==> src/rtl/vic_pkg.sv <==
// Package: shared constants and types for the cascadable interrupt controller.
// Assumes an 8-bit data bus and a 16-bit vector made of two data bytes.
package vic_pkg;

    localparam logic [7:0] CALL_OPCODE = 8'hCD;

    // Configuration register addresses
    localparam logic [2:0] REG_MASK = 3'd0;
    localparam logic [2:0] REG_ID   = 3'd1;
    localparam logic [2:0] REG_CMAP = 3'd2;
    localparam logic [2:0] REG_BLO  = 3'd3;
    localparam logic [2:0] REG_BHI  = 3'd4;
    localparam logic [2:0] REG_EOI  = 3'd7;

    // Position inside the three-pulse acknowledge sequence
    typedef enum logic [1:0] {
        ACK_P1 = 2'd0,
        ACK_P2 = 2'd1,
        ACK_P3 = 2'd2
    } ack_phase_t;

endpackage

==> src/rtl/vic_prio.sv <==
// Module: vic_prio
// Fixed-priority resolver. Input 0 is the highest priority.
// A request is eligible when it is unmasked and ranks strictly above every
// in-service bit. Purely combinational.
module vic_prio #(
    parameter int N_IN = 8,
    parameter int ID_W = $clog2(N_IN)
) (
    input  logic [N_IN-1:0] req,
    input  logic [N_IN-1:0] mask,
    input  logic [N_IN-1:0] isr,
    output logic            win_valid,
    output logic [ID_W-1:0] win_idx
);

    logic [N_IN-1:0] isr_top;
    logic [N_IN-1:0] window;
    logic [N_IN-1:0] cand;

    // Build the priority window: only bits below the highest-priority
    // in-service bit are open (all bits are open when nothing is in service).
    always_comb begin
        isr_top = isr & (~isr + N_IN'(1));
        window  = isr_top - N_IN'(1);
        cand    = req & ~mask & window;
    end

    // Encode the lowest-numbered eligible request.
    always_comb begin
        win_valid = |cand;
        win_idx   = '0;
        for (int i = N_IN - 1; i >= 0; i--) begin
            if (cand[i]) win_idx = ID_W'(i);
        end
    end

endmodule

==> src/rtl/vic_regs.sv <==
// Module: vic_regs
// Holds the configuration registers and the in-service register.
// Assumes the data width equals N_IN so that the mask and map take whole bytes.
// The end-of-interrupt clear applies before the acknowledge set in the same cycle.
module vic_regs
    import vic_pkg::*;
#(
    parameter int N_IN  = 8,
    parameter int ID_W  = $clog2(N_IN),
    parameter int DW    = 8,
    parameter int VEC_W = 2 * DW
) (
    input  logic             clk,
    input  logic             rst_n,
    input  logic             cfg_we,
    input  logic [2:0]       cfg_addr,
    input  logic [DW-1:0]    cfg_wdata,
    input  logic             isr_set,
    input  logic [ID_W-1:0]  isr_set_idx,
    output logic [N_IN-1:0]  mask,
    output logic [N_IN-1:0]  cmap,
    output logic [ID_W-1:0]  my_id,
    output logic [VEC_W-1:0] base,
    output logic [N_IN-1:0]  isr
);

    logic            eoi;
    logic [N_IN-1:0] eoi_clr;
    logic [N_IN-1:0] set_vec;

    // Decode the end-of-interrupt command and the acknowledge set vector.
    always_comb begin
        eoi     = cfg_we && (cfg_addr == REG_EOI);
        eoi_clr = eoi ? (isr & (~isr + N_IN'(1))) : '0;
        set_vec = isr_set ? (N_IN'(1) << isr_set_idx) : '0;
    end

    // Configuration register writes.
    always_ff @(posedge clk) begin
        if (!rst_n) begin
            mask  <= '1;
            cmap  <= '0;
            my_id <= '0;
            base  <= '0;
        end else if (cfg_we) begin
            case (cfg_addr)
                REG_MASK: mask  <= cfg_wdata[N_IN-1:0];
                REG_ID:   my_id <= cfg_wdata[ID_W-1:0];
                REG_CMAP: cmap  <= cfg_wdata[N_IN-1:0];
                REG_BLO:  base[DW-1:0]       <= cfg_wdata;
                REG_BHI:  base[VEC_W-1:DW]   <= cfg_wdata;
                default:  ;
            endcase
        end
    end

    // In-service register: clear the highest-priority bit on EOI, then set the winner.
    always_ff @(posedge clk) begin
        if (!rst_n) isr <= '0;
        else        isr <= (isr & ~eoi_clr) | set_vec;
    end

endmodule

==> src/rtl/vic_ack.sv <==
// Module: vic_ack
// Sequences the three acknowledge pulses. A master sends the opcode and,
// for cascaded inputs, the input number on the cascade lines. Otherwise the
// master sends the two vector bytes itself. A slave claims pulses two and
// three when cas_in matches its ID. Each byte is driven in the cycle after its pulse.
module vic_ack
    import vic_pkg::*;
#(
    parameter int N_IN    = 8,
    parameter int ID_W    = $clog2(N_IN),
    parameter int DW      = 8,
    parameter int VEC_W   = 2 * DW,
    parameter int STEP_SH = 2
) (
    input  logic             clk,
    input  logic             rst_n,
    input  logic             is_master,
    input  logic             inta_pulse,
    input  logic [ID_W-1:0]  cas_in,
    input  logic [ID_W-1:0]  my_id,
    input  logic [N_IN-1:0]  cmap,
    input  logic [VEC_W-1:0] base,
    input  logic             win_valid,
    input  logic [ID_W-1:0]  win_idx,
    output logic [DW-1:0]    data_out,
    output logic             data_oe,
    output logic [ID_W-1:0]  cas_out,
    output logic             cas_oe,
    output logic             isr_set,
    output logic [ID_W-1:0]  isr_set_idx,
    output logic [1:0]       phase_o
);

    localparam logic [ID_W-1:0] IDX_DEFAULT = ID_W'(N_IN - 1);

    ack_phase_t       phase;
    logic [ID_W-1:0]  held_idx;
    logic             via_slave;
    logic             slave_sel;
    logic [ID_W-1:0]  pick_idx;
    logic             pick_cas;
    logic             id_match;
    logic [VEC_W-1:0] vec_pick;
    logic [VEC_W-1:0] vec_held;

    // Current choice and the vector addresses for the live and the held winner.
    always_comb begin
        pick_idx = win_valid ? win_idx : IDX_DEFAULT;
        pick_cas = cmap[pick_idx];
        id_match = (cas_in == my_id);
        vec_pick = base + (VEC_W'(pick_idx) << STEP_SH);
        vec_held = base + (VEC_W'(held_idx) << STEP_SH);
        phase_o  = phase;
    end

    // Tell the in-service register when this device takes the acknowledge.
    always_comb begin
        isr_set     = inta_pulse && win_valid &&
                      ((is_master && phase == ACK_P1) ||
                       (!is_master && phase == ACK_P2 && id_match));
        isr_set_idx = win_idx;
    end

    // Advance the pulse counter and drive the data and cascade outputs.
    always_ff @(posedge clk) begin
        if (!rst_n) begin
            phase     <= ACK_P1;
            held_idx  <= '0;
            via_slave <= 1'b0;
            slave_sel <= 1'b0;
            data_out  <= '0;
            data_oe   <= 1'b0;
            cas_out   <= '0;
            cas_oe    <= 1'b0;
        end else begin
            data_oe <= 1'b0;
            if (inta_pulse) begin
                case (phase)
                    ACK_P1: begin
                        phase <= ACK_P2;
                        if (is_master) begin
                            held_idx  <= pick_idx;
                            via_slave <= pick_cas;
                            data_out  <= CALL_OPCODE;
                            data_oe   <= 1'b1;
                            if (pick_cas) begin
                                cas_out <= pick_idx;
                                cas_oe  <= 1'b1;
                            end
                        end
                    end
                    ACK_P2: begin
                        phase <= ACK_P3;
                        if (is_master) begin
                            if (!via_slave) begin
                                data_out <= vec_held[DW-1:0];
                                data_oe  <= 1'b1;
                            end
                        end else if (id_match) begin
                            slave_sel <= 1'b1;
                            held_idx  <= pick_idx;
                            data_out  <= vec_pick[DW-1:0];
                            data_oe   <= 1'b1;
                        end
                    end
                    default: begin
                        phase <= ACK_P1;
                        if ((is_master && !via_slave) || (!is_master && slave_sel)) begin
                            data_out <= vec_held[VEC_W-1:DW];
                            data_oe  <= 1'b1;
                        end
                        cas_oe    <= 1'b0;
                        slave_sel <= 1'b0;
                        via_slave <= 1'b0;
                    end
                endcase
            end
        end
    end

endmodule

==> src/rtl/vic_node.sv <==
// Module: vic_node (top)
// One node of a two-level interrupt tree: a priority resolver, the registers
// and the acknowledge sequencer. The role comes from the is_master strap.
// Assumes the surrounding bus resolves cas_in from the master's cas_out/cas_oe.
module vic_node
    import vic_pkg::*;
#(
    parameter int N_IN    = 8,
    parameter int DW      = 8,
    parameter int STEP_SH = 2,
    localparam int ID_W   = $clog2(N_IN),
    localparam int VEC_W  = 2 * DW
) (
    input  logic            clk,
    input  logic            rst_n,
    input  logic            is_master,
    input  logic [N_IN-1:0] req,
    output logic            irq_out,
    input  logic            inta_pulse,
    input  logic [ID_W-1:0] cas_in,
    output logic [ID_W-1:0] cas_out,
    output logic            cas_oe,
    output logic [DW-1:0]   data_out,
    output logic            data_oe,
    input  logic            cfg_we,
    input  logic [2:0]      cfg_addr,
    input  logic [DW-1:0]   cfg_wdata
);

    logic [N_IN-1:0]  mask;
    logic [N_IN-1:0]  cmap;
    logic [ID_W-1:0]  my_id;
    logic [VEC_W-1:0] base;
    logic [N_IN-1:0]  isr;
    logic             win_valid;
    logic [ID_W-1:0]  win_idx;
    logic             isr_set;
    logic [ID_W-1:0]  isr_set_idx;
    logic [1:0]       ack_phase;

    vic_prio #(.N_IN(N_IN), .ID_W(ID_W)) u_prio (
        .req       (req),
        .mask      (mask),
        .isr       (isr),
        .win_valid (win_valid),
        .win_idx   (win_idx)
    );

    vic_regs #(.N_IN(N_IN), .ID_W(ID_W), .DW(DW), .VEC_W(VEC_W)) u_regs (
        .clk         (clk),
        .rst_n       (rst_n),
        .cfg_we      (cfg_we),
        .cfg_addr    (cfg_addr),
        .cfg_wdata   (cfg_wdata),
        .isr_set     (isr_set),
        .isr_set_idx (isr_set_idx),
        .mask        (mask),
        .cmap        (cmap),
        .my_id       (my_id),
        .base        (base),
        .isr         (isr)
    );

    vic_ack #(.N_IN(N_IN), .ID_W(ID_W), .DW(DW), .VEC_W(VEC_W), .STEP_SH(STEP_SH)) u_ack (
        .clk         (clk),
        .rst_n       (rst_n),
        .is_master   (is_master),
        .inta_pulse  (inta_pulse),
        .cas_in      (cas_in),
        .my_id       (my_id),
        .cmap        (cmap),
        .base        (base),
        .win_valid   (win_valid),
        .win_idx     (win_idx),
        .data_out    (data_out),
        .data_oe     (data_oe),
        .cas_out     (cas_out),
        .cas_oe      (cas_oe),
        .isr_set     (isr_set),
        .isr_set_idx (isr_set_idx),
        .phase_o     (ack_phase)
    );

    // Register the interrupt output from the resolver's decision.
    always_ff @(posedge clk) begin
        if (!rst_n) irq_out <= 1'b0;
        else        irq_out <= win_valid;
    end

endmodule

==> config.mk <==
export PLATFORM = sky130hd
export DESIGN_NAME = vic_node
export DESIGN_NICKNAME = d
export VERILOG_FILES = /design/src/rtl/vic_pkg.sv /design/src/rtl/vic_prio.sv /design/src/rtl/vic_regs.sv /design/src/rtl/vic_ack.sv /design/src/rtl/vic_node.sv
export SDC_FILE = /design/constraint.sdc
export NUM_CORES = 1
export LEC_CHECK = 0
export BUFFER_PORTS_ARGS = -buffer_cell sky130_fd_sc_hd__buf_2
export CAP_MARGIN = 25
export CORE_ASPECT_RATIO = 0.5
export CORE_UTILIZATION = 55
export CTS_CLUSTER_DIAMETER = 150
export CTS_CLUSTER_SIZE = 16
export DETAILED_ROUTE_END_ITERATION = 12
export GPL_TIMING_DRIVEN = 0
export PLACE_DENSITY_LB_ADDON = 0.2
export SYNTH_ARGS = -nofsm -noshare
export SYNTH_HDL_FRONTEND = slang
export SYNTH_SLANG_ARGS = --single-unit
==> constraint.sdc <==
create_clock -name clk -period 4.8 [get_ports clk]
set_clock_uncertainty 0.1 [all_clocks]
set_input_delay 0.48 -clock clk [delete_from_list [all_inputs] [get_ports clk]]
set_output_delay 0.48 -clock clk [all_outputs]
set_load 0.05 [all_outputs]
; ---- After elaboration in Yosys (flattened, before gate mapping)
; Index checks and enable logic that the tools add are counted.
[classes]
bitwise_logic = 10
n_addsub = 4
shifts = 1
eq_ne = 13
n_lt_le_gt_ge = 1
mux = 38
reduce_logical = 29
[ops]
columns = cell, n
row1 = $mux W8, 7
row2 = $mux W3, 12
row3 = $and A8 B8 Y8, 4
row4 = $not A8 Y8, 3
row5 = $add A16 B5 Y16, 1
row6 = $pmux W8 S2, 1
row7 = $reduce_and A2 Y1, 6
row8 = $reduce_and A4 Y1, 3
row9 = $mux W1, 11
row10 = $reduce_and A5 Y1, 2
row11 = $add A8 B1 Y8 const B, 1
row12 = $add A8 B5 Y8, 1
row13 = $logic_and A1 B1 Y1, 8
row14 = $or A8 B8 Y8, 1
row15 = $pmux W1 S2, 4
row16 = $reduce_or A8 Y1, 1
row17 = $shl A1 B3 Y8 const A, 1
row18 = $sub A8 B1 Y8 const B, 1
row19 = $eq A3 B2 Y1 const B, 2
row20 = $eq A3 B3 Y1 const B, 2
row21 = $pmux W3 S2, 1
row22 = $lt A3 B4 Y1 const B, 1
row23 = $ne A2 B1 Y1 const B, 2
row24 = $ne A2 B2 Y1 const B, 2
row25 = 15 further kinds, 18
[totals]
in_bits = 27
out_inout_bits = 14
register_bits = 64
wordCells = 111

; ---- Depth between registers and ports, before layout
[logic_depth]
ltp_word = 19
depth_mapped = 16
mapped_depth_nobuf = 15

; ---- By module
; From an unflattened synthesis, not the netlist that was laid out.
[hier_totals]
cells_unflattened = 390
hier_area_um2 = 3444.6
[by_module_without_submodules]
columns = mod, n_inst, cells_each, seq_area_each_um2, area_per_inst_um2
row1 = vic_regs, 1, 180, 860.8, 1722.9
row2 = vic_ack, 1, 178, 400.4, 1496.4
row3 = vic_prio, 1, 30, 0.0, 198.9
row4 = vic_node, 1, 2, 20.0, 26.3

; ---- Least setup slack after synthesis
; No wires, ideal clock.
[synth_timing]
path_type = in2reg
from = input req[7]
to = register u_ack.data_out[6]
stages = 14
required_time_ps = 4630
arrival_ps = 3109
path_slack_ps = 1521
path_cell_list = or4b_2 -> o21ai_0 -> a31oi_1 -> a2bb2oi_4 -> inv_1 -> ha_1 -> inv_1 -> fa_1 -> nor2b_1 -> o31ai_1 -> a21oi_1 -> xnor2_1 -> a221o_1 -> a21oi_1
[synth_via]
elab_chain_len = 15
word_cells_on_any_way = 16
cone_classes = 1 x add/sub / 12 x mux / 2 x bitwise / 1 x reduce/logical
[synth_rtl]
columns = item, line_no
row1 = "start, declared", vic_node.sv:17  ; input logic [N_IN-1:0] req,
row2 = $and A8 B8 Y8 * (2 in series), vic_prio.sv:25  ; cand = req & ~mask & window;
row3 = $mux W3 (8 in series), vic_prio.sv:33  ; if (cand[i]) win_idx = ID_W'(i);
row4 = $mux W3 *, vic_ack.sv:48  ; pick_idx = win_valid ? win_idx : IDX_DEFAULT;
row5 = via u_ack.pick_idx[0], vic_ack.sv:40  ; logic [ID_W-1:0] pick_idx;
row6 = $add A8 B5 Y8 *, vic_ack.sv:51  ; vec_pick = base + (VEC_W'(pick_idx) << STEP_SH);
row7 = $mux W8 *, vic_ack.sv:99  ; end else if (id_match) begin
row8 = $mux W8 *, vic_ack.sv:94  ; if (is_master) begin
row9 = $pmux W8 S2 *, vic_ack.sv:78  ; case (phase)
row10 = "end signal, assigned", vic_ack.sv:96  ; data_out <= vec_held[DW-1:0];
row11 = "end signal, assigned", vic_ack.sv:102  ; data_out <= vec_pick[DW-1:0];
row12 = "end signal, assigned", vic_ack.sv:109  ; data_out <= vec_held[VEC_W-1:DW];
row13 = "end, declared", vic_ack.sv:25  ; output logic [DW-1:0] data_out,
; The timed path passes the listed nets; every way through them passes the cells marked *. The select of a mux whose other input is x is not followed.
; A chain may end at the register's enable or synchronous reset.

; ---- Final worst setup path
[layout_timing]
from = register u_regs.isr[0]
to = register u_ack.data_out[6]
[layout_via]
elab_chain_len = 18
word_cells_on_any_way = 19
cone_classes = 3 x add/sub / 12 x mux / 3 x bitwise / 1 x reduce/logical
[layout_rtl]
columns = item, line_no
row1 = "start, declared", vic_regs.sv:24  ; output logic [N_IN-1:0] isr
row2 = "start signal, assigned", vic_regs.sv:60  ; else isr <= (isr & ~eoi_clr) | set_vec;
row3 = $not A8 Y8, vic_prio.sv:23  ; isr_top = isr & (~isr + N_IN'(1));
row4 = $add A8 B1 Y8, vic_prio.sv:23
row5 = $and A8 B8 Y8 *, vic_prio.sv:23
row6 = $sub A8 B1 Y8 *, vic_prio.sv:24  ; window = isr_top - N_IN'(1);
row7 = $and A8 B8 Y8 *, vic_prio.sv:25
row8 = $mux W3 (8 in series), vic_prio.sv:33
row9 = $mux W3 *, vic_ack.sv:48
row10 = via u_ack.pick_idx[0], vic_ack.sv:40
row11 = $add A8 B5 Y8 *, vic_ack.sv:51
row12 = $mux W8 *, vic_ack.sv:99
row13 = $mux W8 *, vic_ack.sv:94
row14 = $pmux W8 S2 *, vic_ack.sv:78
; Marked as above.

==> impl_metrics.ini <==
[synthesis]
synth_compound_area_frac = 0.1983
ys_ff_latch = 64
syn_inst = 403
syn_nets = 438
yosysSeqAreaShare = 0.3966
synth_cell_type_count = 52
synth_top_area_frac = 0.3966
ys.warnings.count = 0
synthArstFlopShare = 0
synthAdderAreaFrac = 0.03563
synth.mux.area_fraction = 0.03408
yosysTopAreaCell = dfxtp_1
syn_area_um2 = 3231
synth_edf_count = 0
synthXorXnorAreaFrac = 0.04338
avgSynthCellArea_um2 = 8.016
synth_simple_gate_area_frac = 0.2607
synth.area.top_cells = dfxtp_1 40%, nand2_1 11%, a21oi_1 7.1%
ys.flop_type = dfxtp_1
synth_top_family_by_area = simple AND/OR/NAND/NOR gates

[routing]
avgViaCountPerCell = 5.665
drtIter0Drc = 221
dr.pass1.iters = 5
wl_per_cell_um = 15.30
postRouteWirelength_um = 8137
drc_errors = 0
antenna_left = 0
routed-via-count = 3014

[worst_hold_path]
hp-class = primary input to flop

[pwr]
leakage_nw = 1.532
power.share.sequential = 0.398
vdd_drop_max_v = 0.0002877
p_sw_uw = 351.0
p_sw_frac = 0.2480
p_comb_frac = 0.119
p_per_area_nw_per_um2 = 368.4
power_mw = 1.415
p_int_mw = 1.064
clkPwrFrac = 0.483

[critical_path]
worstPathCellList = or4_4 -> buf_6 -> nor3_2 -> a31oi_1 -> a2bb2oi_4 -> inv_1 -> ha_1 -> inv_1 -> fa_1 -> nor2b_1 -> o31ai_1 -> a21oi_1 -> xnor2_1 -> a221o_1 -> a21oi_1
crit_fanout = 8
slowest_delay_ns = 0.54
r2r_setup_slack_ns = 1.19
timing.rr.end = u_ack.data_out[6]
crit_arrival_ns = 3.77
cp_data_required_time_ns = 4.96
rr_startpoint = u_regs.isr[0]
slowest_stage = or4_4
critPathLaunch = u_regs.isr[0]
end_kind = flop
rr_worst_depth = 15
crit_type = flop to flop
crit_end = u_ack.data_out[6]
crit_path_start_kind = flop

[cts]
cts-resized-gates = 0
cts_made_buffers = 9
cts_buffer_depth = 2
hold_buffers = 0
cts_tree = built
clock_latency_ns = 0.33
clk_pin_slew_ns = 0.05
root_buffer = clkbuf_16
htreeDepth = 3
cts.sinks = 64
cts_setup_buffers = 0

[die]
fp-row-count = 19
core_um2 = 5563
start_util = 0.5807
dieArea_um2 = 6203
num_io_pins = 41
die_w_um = 110.4
die_h_um = 56.20

[layout]
antenna_cells = 0
final_cell_mix = 95 x nand2_1, 64 x dfxtp_1, 46 x a21oi_1
area_growth_pct = 18.90
fill_cells = 452
final_nets = 489
stdcell_area_um2 = 3841
layout_commonest_cell = nand2_1
post-route-util = 0.6905
drive_above_1_share = 0.1569

[sta]
rsz0062_at_grt = false
setup_viol_count_final = 0
slew_viol_final = 0
fin_crit_sh = 0.7515
max_freq_ghz = 0.2772
fin_crit_ns = 3.607
hold_viol_final = 0
relSlewSlack = 0.5591
tns_ns = 0
worst-slew-pin-transition_ns = 0.6553

[place]
dpl_cell_area_um2 = 3522
io_buffers = 40
place_congestion = 0.9171
dpl.hpwl_um = 6168

[global_routing]
grt_pass1_vias = 2744
gr-usage-all-layers = 0.2853
overflow = 0
grt_max_degree = 11
grt_pass1_wl_um = 12960
antenna_found_initial = 0

[run]
max-cap-violations = 0

[status]
status = finished clean
cells in the mapped netlist (all sizes together), types with 4 or more instances:
cell	n
nand2	95
dfxtp	64
a21oi	47
nor2	28
nand3	18
clkbuf	14
o21ai	14
mux2i	11
inv	10
xnor2	9
nand2b	8
nor2b	7
xor2	7
ha	6
nand4	5
a211oi	4
and3	4
o21a	4
o31ai	4
per-layer routing:
layer / vias up / GRT usage / wire, µm
li1: 1508 / - / -
met1: 1404 / 0.3749 / 3853
met2: 85 / 0.4357 / 3589
met3: 17 / 0.08665 / 518
met4: 0 / 0.1147 / 176
met5: - / 0 / 0
power groups by stage:
| stage | combinational (mW) | clock, mW | sequential, mW |
|---|---|---|---|
| floorplan | 0.0896 | 0 | 0.598 |
| global placement | 0.162 | 0 | 0.574 |
| detailed placement | 0.166 | 0 | 0.575 |
| CTS | 0.167 | 0.690 | 0.564 |
| global route | 0.184 | 0.714 | 0.566 |
| finish | 0.168 | 0.683 | 0.564 |
per-stage QoR:
stage               worst slack (ns)  hold WS, ns  instances
floorplan                      1.521       0.3316        403
global placement               1.108       0.3378        516
detailed placement             1.028       0.3441        516
CTS                            1.213       0.3207        532
global route                  0.9708       0.3374        532
finish                         1.193       0.3314        532
cell type report:
cell class              count  area [µm²]  share of cell area
inverters                  10       37.54            0.009772
repair buffers             40       200.2             0.05212
clock inverters             2       35.03            0.009121
plain buffers              15       63.81             0.01661
flip-flops and latches     64        1281              0.3336
well taps                  73       91.34             0.02378
clock buffers              14       284.0             0.07394
multi-input cells         314        1848              0.4811
flip-flops by register name, summed over array words and instances (netlist names), 2 cells and up:
name / cells
u_ack.data_out: 8
u_ack.held_idx: 3
u_regs.base: 16
u_regs.my_id: 3
u_regs.mask: 8
u_ack.cas_out: 3
u_regs.cmap: 8
u_ack.phase_o: 2
u_regs.isr: 8
worst max-delay path, delay by kind of cell (launching register included):
family,cells,cell delay [ns]
simple gates,3,0.82
xor+xnor,1,0.11
flops,1,0.38
compound gates,6,1.25
buf+inv,3,0.31
fa+ha+maj,2,0.58
logic make-up after synthesis:
logic type | Yosys count
flip-flops | 64
AND/OR/NAND/NOR | 183
multiplexers | 11
XOR/XNOR | 16
adder cells (fa/ha/maj) | 8
buffers and inverters | 25
AO/OA/AOI/OAI | 96
worst min-delay path by stage:
stage | slack (ns) | start | endpoint | cells past startpoint
after floorplan | 0.33 | u_regs.mask[0] | u_regs.mask[0] | 2
after global placement | 0.34 | u_ack.data_out[2] | u_ack.data_out[2] | 2
after detailed placement | 0.34 | u_ack.data_out[2] | u_ack.data_out[2] | 2
after CTS | 0.32 | cfg_wdata[7] | u_regs.base[15] | 3
after global routing | 0.34 | cfg_wdata[7] | u_regs.base[7] | 3
final | 0.33 | cfg_wdata[7] | u_regs.base[15] | 3
Power figures use the tool's default switching activity.
